--- config.mk ---
export PLATFORM = sky130hd
export DESIGN_NAME = srch_accel
export DESIGN_NICKNAME = d
export VERILOG_FILES = /design/src/rtl/srch_pkg.sv /design/src/rtl/owl_timing_sel.sv /design/src/rtl/owl_slot_engine.sv /design/src/rtl/srch_triplet_seq.sv /design/src/rtl/srch_accel.sv
export SDC_FILE = /design/constraint.sdc
export NUM_CORES = 1
export LEC_CHECK = 0
export BUFFER_PORTS_ARGS = -buffer_cell sky130_fd_sc_hd__buf_2
export CORE_MARGIN = 4
export CORE_UTILIZATION = 55
export CTS_BUF_LIST = sky130_fd_sc_hd__clkbuf_4
export CTS_CLUSTER_SIZE = 28
export DETAILED_ROUTE_END_ITERATION = 8
export GPL_ROUTABILITY_DRIVEN = 0
export PLACE_DENSITY = 0.8
export SYNTH_ARGS = -nofsm -noshare
export SYNTH_HDL_FRONTEND = slang
export SYNTH_SLANG_ARGS = --single-unit
export TNS_END_PERCENT = 30
--- constraint.sdc ---
create_clock -name clk -period 2.9 [get_ports clk]
set_input_delay 0.145 -clock clk [delete_from_list [all_inputs] [get_ports clk]]
set_output_delay 0.145 -clock clk [all_outputs]
set_load 0.01 [all_outputs]
--- src/rtl/srch_pkg.sv ---
// Shared types and the triplet decision rule for the ROM search accelerator.
// Assumes: four triplets per host transfer, one result byte per transfer.
package srch_pkg;
    localparam int TRIPLETS = 4;
    localparam int KW       = $clog2(TRIPLETS);

    typedef enum logic [1:0] {
        ST_IDLE  = 2'd0,
        ST_ISSUE = 2'd1,
        ST_WAIT  = 2'd2
    } seq_state_t;

    typedef enum logic [1:0] {
        PH_READ_ID   = 2'd0,
        PH_READ_CMP  = 2'd1,
        PH_WRITE_DIR = 2'd2
    } phase_t;

    // Returns {chosen, discrepancy} for one triplet.
    function automatic logic [1:0] pick_branch(input logic id_bit,
                                               input logic cmp_bit,
                                               input logic pref_bit);
        logic [1:0] r;
        unique case ({id_bit, cmp_bit})
            2'b01:   r = 2'b00;
            2'b10:   r = 2'b10;
            2'b00:   r = {pref_bit, 1'b1};
            default: r = 2'b11;
        endcase
        return r;
    endfunction
endpackage

--- src/rtl/owl_timing_sel.sv ---
// Picks the slot timing set (standard or overdrive) as cycle counts.
// Assumes: low1 < sample < low0 < slot length in both sets.
module owl_timing_sel #(
    parameter int STD_LOW1 = 6,
    parameter int STD_SAMP = 12,
    parameter int STD_LOW0 = 50,
    parameter int STD_SLOT = 60,
    parameter int STD_REC  = 4,
    parameter int OD_LOW1  = 1,
    parameter int OD_SAMP  = 2,
    parameter int OD_LOW0  = 7,
    parameter int OD_SLOT  = 9,
    parameter int OD_REC   = 2,
    parameter int CW       = $clog2(STD_SLOT + STD_REC + 1)
) (
    input  logic          od,
    output logic [CW-1:0] len_low1,
    output logic [CW-1:0] len_low0,
    output logic [CW-1:0] len_samp,
    output logic [CW-1:0] len_last
);
    localparam int STD_LAST = STD_SLOT + STD_REC - 1;
    localparam int OD_LAST  = OD_SLOT + OD_REC - 1;

    // Select the active timing set.
    always_comb begin
        if (od) begin
            len_low1 = CW'(OD_LOW1);
            len_low0 = CW'(OD_LOW0);
            len_samp = CW'(OD_SAMP);
            len_last = CW'(OD_LAST);
        end else begin
            len_low1 = CW'(STD_LOW1);
            len_low0 = CW'(STD_LOW0);
            len_samp = CW'(STD_SAMP);
            len_last = CW'(STD_LAST);
        end
    end
endmodule

--- src/rtl/owl_slot_engine.sv ---
// Runs one 1-Wire time slot. The low time depends on the bit written
// (a read slot is a write-1 slot). The line is sampled at the sample count,
// and done pulses on the last cycle of recovery.
// Assumes: start is only raised while idle; bus_sense is synchronous.
module owl_slot_engine #(
    parameter int CW = 7
) (
    input  logic          clk,
    input  logic          rst_n,
    input  logic          start,
    input  logic          wbit,
    input  logic [CW-1:0] len_low1,
    input  logic [CW-1:0] len_low0,
    input  logic [CW-1:0] len_samp,
    input  logic [CW-1:0] len_last,
    input  logic          bus_sense,
    output logic          pull_low,
    output logic          done,
    output logic          samp
);
    logic          active;
    logic [CW-1:0] cnt;
    logic          bit_q;

    // Slot counter, bit latch and sample register.
    always_ff @(posedge clk) begin
        if (!rst_n) begin
            active <= 1'b0;
            cnt    <= '0;
            bit_q  <= 1'b1;
            samp   <= 1'b0;
        end else if (!active) begin
            if (start) begin
                active <= 1'b1;
                cnt    <= '0;
                bit_q  <= wbit;
            end
        end else begin
            if (cnt == len_samp) samp <= bus_sense;
            if (cnt == len_last) active <= 1'b0;
            else                 cnt    <= cnt + 1'b1;
        end
    end

    // Line drive and end-of-slot pulse.
    always_comb begin
        pull_low = active && (cnt < (bit_q ? len_low1 : len_low0));
        done     = active && (cnt == len_last);
    end
endmodule

--- src/rtl/srch_triplet_seq.sv ---
// Sequences four read/read/write triplets per host byte, decides each
// branch and packs the result byte (chosen at 2k+1, flag at 2k).
// Assumes: the slot engine accepts start one cycle after done.
module srch_triplet_seq
    import srch_pkg::*;
(
    input  logic       clk,
    input  logic       rst_n,
    input  logic       accel_en,
    input  logic       od_in,
    input  logic       wr_strobe,
    input  logic [7:0] wr_data,
    input  logic       rd_strobe,
    input  logic       eng_done,
    input  logic       eng_samp,
    output logic       eng_start,
    output logic       eng_wbit,
    output logic       od_q,
    output logic [7:0] rd_data,
    output logic       rx_full,
    output logic       busy
);
    seq_state_t          state;
    phase_t              phase;
    logic [KW-1:0]       k;
    logic [TRIPLETS-1:0] pref;
    logic                id_q;
    logic                cur_pick;
    logic                cur_disc;
    logic [7:0]          acc;
    logic [7:0]          acc_next;
    logic                finish;

    // Fold the current triplet into the result byte.
    always_comb begin
        acc_next = acc;
        acc_next[{k, 1'b1}] = cur_pick;
        acc_next[{k, 1'b0}] = cur_disc;
    end

    // Engine controls and completion.
    always_comb begin
        eng_start = (state == ST_ISSUE);
        eng_wbit  = (phase == PH_WRITE_DIR) ? cur_pick : 1'b1;
        busy      = (state != ST_IDLE);
        finish    = (state == ST_WAIT) && eng_done && (phase == PH_WRITE_DIR)
                    && (k == KW'(TRIPLETS - 1));
    end

    // Main triplet state machine.
    always_ff @(posedge clk) begin
        if (!rst_n) begin
            state    <= ST_IDLE;
            phase    <= PH_READ_ID;
            k        <= '0;
            pref     <= '0;
            id_q     <= 1'b0;
            cur_pick <= 1'b0;
            cur_disc <= 1'b0;
            acc      <= '0;
            od_q     <= 1'b0;
            rd_data  <= '0;
        end else begin
            unique case (state)
                ST_IDLE: begin
                    if (wr_strobe && accel_en) begin
                        for (int i = 0; i < TRIPLETS; i++) pref[i] <= wr_data[2*i+1];
                        od_q  <= od_in;
                        k     <= '0;
                        phase <= PH_READ_ID;
                        acc   <= '0;
                        state <= ST_ISSUE;
                    end
                end
                ST_ISSUE: state <= ST_WAIT;
                ST_WAIT: begin
                    if (eng_done) begin
                        unique case (phase)
                            PH_READ_ID: begin
                                id_q  <= eng_samp;
                                phase <= PH_READ_CMP;
                                state <= ST_ISSUE;
                            end
                            PH_READ_CMP: begin
                                {cur_pick, cur_disc} <= pick_branch(id_q, eng_samp, pref[k]);
                                phase <= PH_WRITE_DIR;
                                state <= ST_ISSUE;
                            end
                            default: begin
                                acc <= acc_next;
                                if (finish) begin
                                    rd_data <= acc_next;
                                    state   <= ST_IDLE;
                                end else begin
                                    k     <= k + 1'b1;
                                    phase <= PH_READ_ID;
                                    state <= ST_ISSUE;
                                end
                            end
                        endcase
                    end
                end
                default: state <= ST_IDLE;
            endcase
        end
    end

    // Receive-full flag: set on completion, cleared by a host read.
    always_ff @(posedge clk) begin
        if (!rst_n)         rx_full <= 1'b0;
        else if (finish)    rx_full <= 1'b1;
        else if (rd_strobe) rx_full <= 1'b0;
    end
endmodule

--- src/rtl/srch_accel.sv ---
// Top of the ROM search accelerator: triplet sequencer, timing selection
// and one slot engine driving the open-drain line.
// Assumes: bus reset and search command are done by the master beforehand.
module srch_accel #(
    parameter int STD_LOW1 = 6,
    parameter int STD_SAMP = 12,
    parameter int STD_LOW0 = 50,
    parameter int STD_SLOT = 60,
    parameter int STD_REC  = 4,
    parameter int OD_LOW1  = 1,
    parameter int OD_SAMP  = 2,
    parameter int OD_LOW0  = 7,
    parameter int OD_SLOT  = 9,
    parameter int OD_REC   = 2
) (
    input  logic       clk,
    input  logic       rst_n,
    input  logic       accel_en,
    input  logic       overdrive,
    input  logic       wr_strobe,
    input  logic [7:0] wr_data,
    input  logic       rd_strobe,
    output logic [7:0] rd_data,
    output logic       rx_full,
    output logic       busy,
    output logic       bus_pull_low,
    input  logic       bus_sense
);
    localparam int CW = $clog2(STD_SLOT + STD_REC + 1);

    logic          eng_start, eng_wbit, eng_done, eng_samp, od_q;
    logic [CW-1:0] len_low1, len_low0, len_samp, len_last;

    srch_triplet_seq seq_i (
        .clk(clk), .rst_n(rst_n), .accel_en(accel_en), .od_in(overdrive),
        .wr_strobe(wr_strobe), .wr_data(wr_data), .rd_strobe(rd_strobe),
        .eng_done(eng_done), .eng_samp(eng_samp), .eng_start(eng_start),
        .eng_wbit(eng_wbit), .od_q(od_q), .rd_data(rd_data),
        .rx_full(rx_full), .busy(busy)
    );

    owl_timing_sel #(
        .STD_LOW1(STD_LOW1), .STD_SAMP(STD_SAMP), .STD_LOW0(STD_LOW0),
        .STD_SLOT(STD_SLOT), .STD_REC(STD_REC), .OD_LOW1(OD_LOW1),
        .OD_SAMP(OD_SAMP), .OD_LOW0(OD_LOW0), .OD_SLOT(OD_SLOT),
        .OD_REC(OD_REC), .CW(CW)
    ) tsel_i (
        .od(od_q), .len_low1(len_low1), .len_low0(len_low0),
        .len_samp(len_samp), .len_last(len_last)
    );

    owl_slot_engine #(.CW(CW)) eng_i (
        .clk(clk), .rst_n(rst_n), .start(eng_start), .wbit(eng_wbit),
        .len_low1(len_low1), .len_low0(len_low0), .len_samp(len_samp),
        .len_last(len_last), .bus_sense(bus_sense), .pull_low(bus_pull_low),
        .done(eng_done), .samp(eng_samp)
    );
endmodule

; Word level (Yosys, flattened, before mapping)
; Cells that the tools add are included.
; W data, S select, Z words.
[classes]
bitwise = 2
n_addsub = 2
n_mux = 41
eq_ne = 15
n_lt_le_gt_ge = 6
n_reduce_logical = 27
[op_table]
columns = cell, n
row1 = $mux W8, 3
row2 = $mux W7, 3
row3 = $mux W2, 9
row4 = $mux W6, 3
row5 = $bwmux W8, 2
row6 = $pmux W8 S2, 1
row7 = $pmux W2 S2, 3
row8 = $pmux W2 S3, 2
row9 = $reduce_and A4 Y1, 3
row10 = $mux W1, 10
row11 = $reduce_and A2 Y1, 5
row12 = $eq A2 B2 Y1 const B, 4
row13 = $logic_and A1 B1 Y1, 8
row14 = $lt A3 B4 Y1 const B, 2
row15 = $reduce_bool A2 Y1, 4
row16 = $add A7 B1 Y7 const B, 1
row17 = $eq A7 B4 Y1, 1
row18 = $eq A7 B6 Y1, 1
row19 = $lt A7 B7 Y1, 1
row20 = $eq A2 B1 Y1 const B, 3
row21 = $ge A3 B1 Y1 const B, 2
row22 = $logic_not A2 Y1, 3
row23 = $ne A2 B2 Y1 const B, 3
row24 = $reduce_and A3 Y1, 2
row25 = 11 further kinds, 14
[word_totals]
wordCells = 108
register_bits = 41
inputBits = 15
out_inout_bits = 11

; Depth between registers and ports, before layout
[depth]
depth_word = 10
depth_mapped = 9
depth_no_buf = 8

; Cells and area by module
; Synthesis repeated with hierarchy kept, for this count alone.
[unflattened]
hier_cells = 285
area_unflattened_um2 = 2566.2
[by_module_without_submodules]
columns = mod, n_inst, cells_per_inst, area_each_um2
row1 = srch_triplet_seq, 1, 150, 1437.6
row2 = owl_slot_engine, 1, 105, 914.6
row3 = owl_timing_sel, 1, 30, 214.0

; Least setup slack after synthesis
; Ideal clock, no wire load.
[synth_timing]
path_type = reg2reg
startpoint = register eng_i.cnt[0]
endpoint = register seq_i.k[0]
required_time_ps = 2785
path_stages_with_launch = 8
arrival_time_ps = 2014
period_less_slack_ps = 2129
path_slack_ps = 771
cell_sequence = dfxtp_1 > inv_1 > ha_1 > nand4bb_1 > a2111oi_4 > nand2_1 > and3_1 > o21a_1
[synth_between]
elab_chain_len = 7
elab_cells_between_ends = 8
[synth_rtl]
columns = element, line_no
row1 = from (decl), owl_slot_engine.sv:22  ; logic [CW-1:0] cnt;
row2 = from (signal assigned), owl_slot_engine.sv:41  ; else cnt <= cnt + 1'b1;
row3 = $eq A7 B6 Y1 *, owl_slot_engine.sv:48  ; done = active && (cnt == len_last);
row4 = $logic_and A1 B1 Y1 *, owl_slot_engine.sv:48
row5 = $logic_and A1 B1 Y1 (2 in a row), srch_triplet_seq.sv:46  ; finish = (state == ST_WAIT) && eng_done && (phase == PH_WRITE_DIR)
row6 = $logic_and A1 B1 Y1, srch_triplet_seq.sv:47  ; && (k == KW'(TRIPLETS - 1));
row7 = $ne A2 B2 Y1 (no line), n/a
row8 = $reduce_and A5 Y1 (no line) *, n/a
row9 = to (signal assigned), srch_triplet_seq.sv:95  ; k <= k + 1'b1;
row10 = to (decl), srch_triplet_seq.sv:25  ; logic [KW-1:0] k;
; Every way passes the cells marked *; elsewhere a longest branch is shown, timed or not.
; A chain may end at the register's enable or synchronous reset.

; Worst setup path after layout
; Same ends and word-level chain as after synthesis.

==> results.sh <==
export IMPL_status="completed"
export IMPL_synth_area_leaders="dfxtp_1, ha_1, o21ai_0"
export IMPL_rows=22
export IMPL_setup_viol=0
export IMPL_grt_overflow_total=0
export IMPL_layout_nets=275
export IMPL_synth_edf_count=0
export IMPL_finalSetupTns_ps=0
export IMPL_ioPinCount=26
export IMPL_antenna_found_initial=0
export IMPL_slew_headroom_pct=52.0
export IMPL_hold_slack_ps=39.8
export IMPL_p_sw_share_pct=24.3
export IMPL_seq_power_share_pct=61.0
export IMPL_power_share_clock_pct=32.3
export IMPL_drv_cap=0
export IMPL_p_sw_mw=0.219
export IMPL_routed_wl_mm=4.03
export IMPL_dp_hpwl_mm=2.81
export IMPL_wl_per_cell_um=13.6
export IMPL_routed_via_count=1655
export IMPL_cts_reportedPaths_clkPinSlew_ps=110
export IMPL_crit_type="register to register"
export IMPL_grtUsageTotal_pct=17.0
export IMPL_ys_ff_latch=39
export IMPL_finalClockSkew_ps=4.88
export IMPL_cts_buffers=5
export IMPL_worst_slew_pin_slew_ps=719
export IMPL_syn_nets=257
export IMPL_insertion_delay_ps=350
export IMPL_p_per_area_mw_per_mm2=394
export IMPL_cts_setup_buffers=0
export IMPL_yosysUniqueCellTypes=47
export IMPL_worstSetupEndpointType="register"
export IMPL_total_power_mw=0.902
export IMPL_worstPathRequired_ps=3150
export IMPL_area_growth_pct=8.41
export IMPL_avgSynthCellArea_um2=9.26
export IMPL_slew_violations=0
export IMPL_drive_above_1_share_pct=20.6
export IMPL_firstDrtPassIters=5
export IMPL_cp_start_kind="register"
export IMPL_cts_resized=0
export IMPL_ys_warn_count=0
export IMPL_path_max_fanout=6
export IMPL_crit_arrival_ps=2660
export IMPL_htree_levels=2
export IMPL_grt_pass1_wl_mm=6.68
export IMPL_finalHoldViolations=0
export IMPL_hp_class="primary input to register"
export IMPL_yosysSeqAreaShare_pct=37.0
export IMPL_grt_max_degree=28
export IMPL_core_area_mm2=0.00369
export IMPL_dieWidth_um=70.0
export IMPL_synth_top_area_share_pct=37.0
export IMPL_grt_pass1_vias=1520
export IMPL_antenna_cells=0
export IMPL_ctsLongestPathBuffers=2
export IMPL_die_area_mm2=0.00490
export IMPL_max_freq_ghz=0.416
export IMPL_final_util_pct=62.1
export IMPL_drtIter0Drc=135
export IMPL_clock_sinks=39
export IMPL_antenna_left=0
export IMPL_period_share_pct=83.0
export IMPL_max_vdd_ir_drop_mv=0.254
export IMPL_combPwrFrac_pct=6.7
export IMPL_cts_root_buf="clkbuf_4"
export IMPL_p_leak_nw=0.939
export IMPL_remaining_drc_errors=0
export IMPL_layout_min_cycle_time_ps=2410
export IMPL_ys_flop_type="dfxtp_1"
export IMPL_async_reset_ff_share_pct=0
export IMPL_cts_tree="done"
export IMPL_post_synth_top_area_cell="dfxtp_1"
export IMPL_io_buffers=21
export IMPL_internal_power_mw=0.683
export IMPL_synthesis_instances=228
export IMPL_start_util_pct=57.3
export IMPL_avgViaCountPerCell=5.61
export IMPL_die_y_um=70.0
export IMPL_holdBufCountCts=0
export IMPL_rsz0062_at_grt="no"
export IMPL_netlist_area_mm2=0.00211
power by group through the flow:
stage,clock network [mW],logic [mW],registers [mW]
6_report,0.291,0.0605,0.550
5_1_grt,0.318,0.0678,0.552
4_1_cts,0.298,0.0611,0.550
3_5_place_dp,0,0.0605,0.562
3_3_place_gp,0,0.0596,0.562
2_1_floorplan,0,0.0459,0.559
final timing paths:
path,from,to,slack [ps],cells after the start
worst max-delay path,eng_i.cnt[0],seq_i.k[0],490,7
worst min-delay path,bus_sense,eng_i.samp,40,3
worst max register to register,eng_i.cnt[0],seq_i.k[0],490,7
worst min register to register,seq_i.rd_data[3],seq_i.rd_data[3],460,2
placed cells by master, fill, tap and decap left out, types with 3 or more instances in the layout:
cell,netlist,layout
dfxtp_1,39,39
and3_1,3,3
o21ai_0,18,18
ha_1,14,14
nor2_1,9,9
clkbuf_4,0,7
nand2b_1,5,5
nand2_1,19,19
buf_2,2,21
o21a_1,5,5
nor2b_1,13,13
a21oi_1,9,9
a32o_1,6,6
nand3_1,12,12
nand3b_1,4,4
mux2_2,6,6
mux2i_1,7,7
nor3_1,3,3
inv_1,10,10
or2_2,3,3
synthesized netlist by cell type, drive strengths merged (4+ instances only):
cell     n
dfxtp   39
nand2   19
o21ai   19
ha      14
nand3   13
nor2b   13
inv     10
a21oi    9
nor2     9
clkbuf   8
mux2i    7
a32o     6
mux2     6
nand2b   5
o21a     5
buf      4
nand3b   4
worst max-delay path: stages (launching register included):
cell	delay (ps)
dfxtp_1	450
inv_1	110
ha_1	270
nand4bb_1	440
a2111oi_4	490
nand2_1	160
and3_1	210
o21a_1	180
layout make-up:
| class | instances | area (µm²) |
|---|---|---|
| clock inverters | 1 | 5.00 |
| repair buffers | 23 | 120 |
| inverters | 10 | 37.5 |
| multi-input cells | 167 | 1230 |
| fillers | 338 | 1400 |
| clock buffers | 7 | 52.6 |
| flip-flops and latches | 39 | 781 |
| well taps | 48 | 60.1 |
layer usage:
metal | global-route usage, % | vias up | share of wire (%)
met5 | 0 | - | 0
met4 | 8.30 | 0 | 1.8
met3 | 3.60 | 6 | 6.7
met2 | 28.5 | 43 | 48
met1 | 20.4 | 760 | 44
li1 | - | 846 | -
flip-flops by register name, indices dropped and copies added, names as in the netlist:
name	cells
seq_i.cur_disc	1
seq_i.od_q	1
eng_i.cnt	7
seq_i.k	2
eng_i.active	1
eng_i.bit_q	1
seq_i.rx_full	1
seq_i.acc	6
seq_i.pref	4
seq_i.state	2
seq_i.id_q	1
seq_i.rd_data	8
seq_i.cur_pick	1
eng_i.samp	1
seq_i.phase	2
kinds of logic after synthesis:
group / after synthesis / share of synthesized area (%)
DFF: 39 / 37.0
buffers and inverters: 22 / 4.62
and+or+nand+nor: 87 / 23.7
AOI/OAI and AO/OA: 50 / 18.0
muxes: 14 / 7.58
xor gates and xnor gates: 2 / 0.830
adders and majority gates: 14 / 8.29
metrics by stage:
stage	setup WS, ps	instances	cell area (µm²)
3_3_place_gp	594	287	2230
3_5_place_dp	545	287	2230
4_1_cts	483	295	2290
5_1_grt	284	295	2290
6_report	494	295	2290
2_1_floorplan	771	228	2110
(Power assumes the default switching activity.)
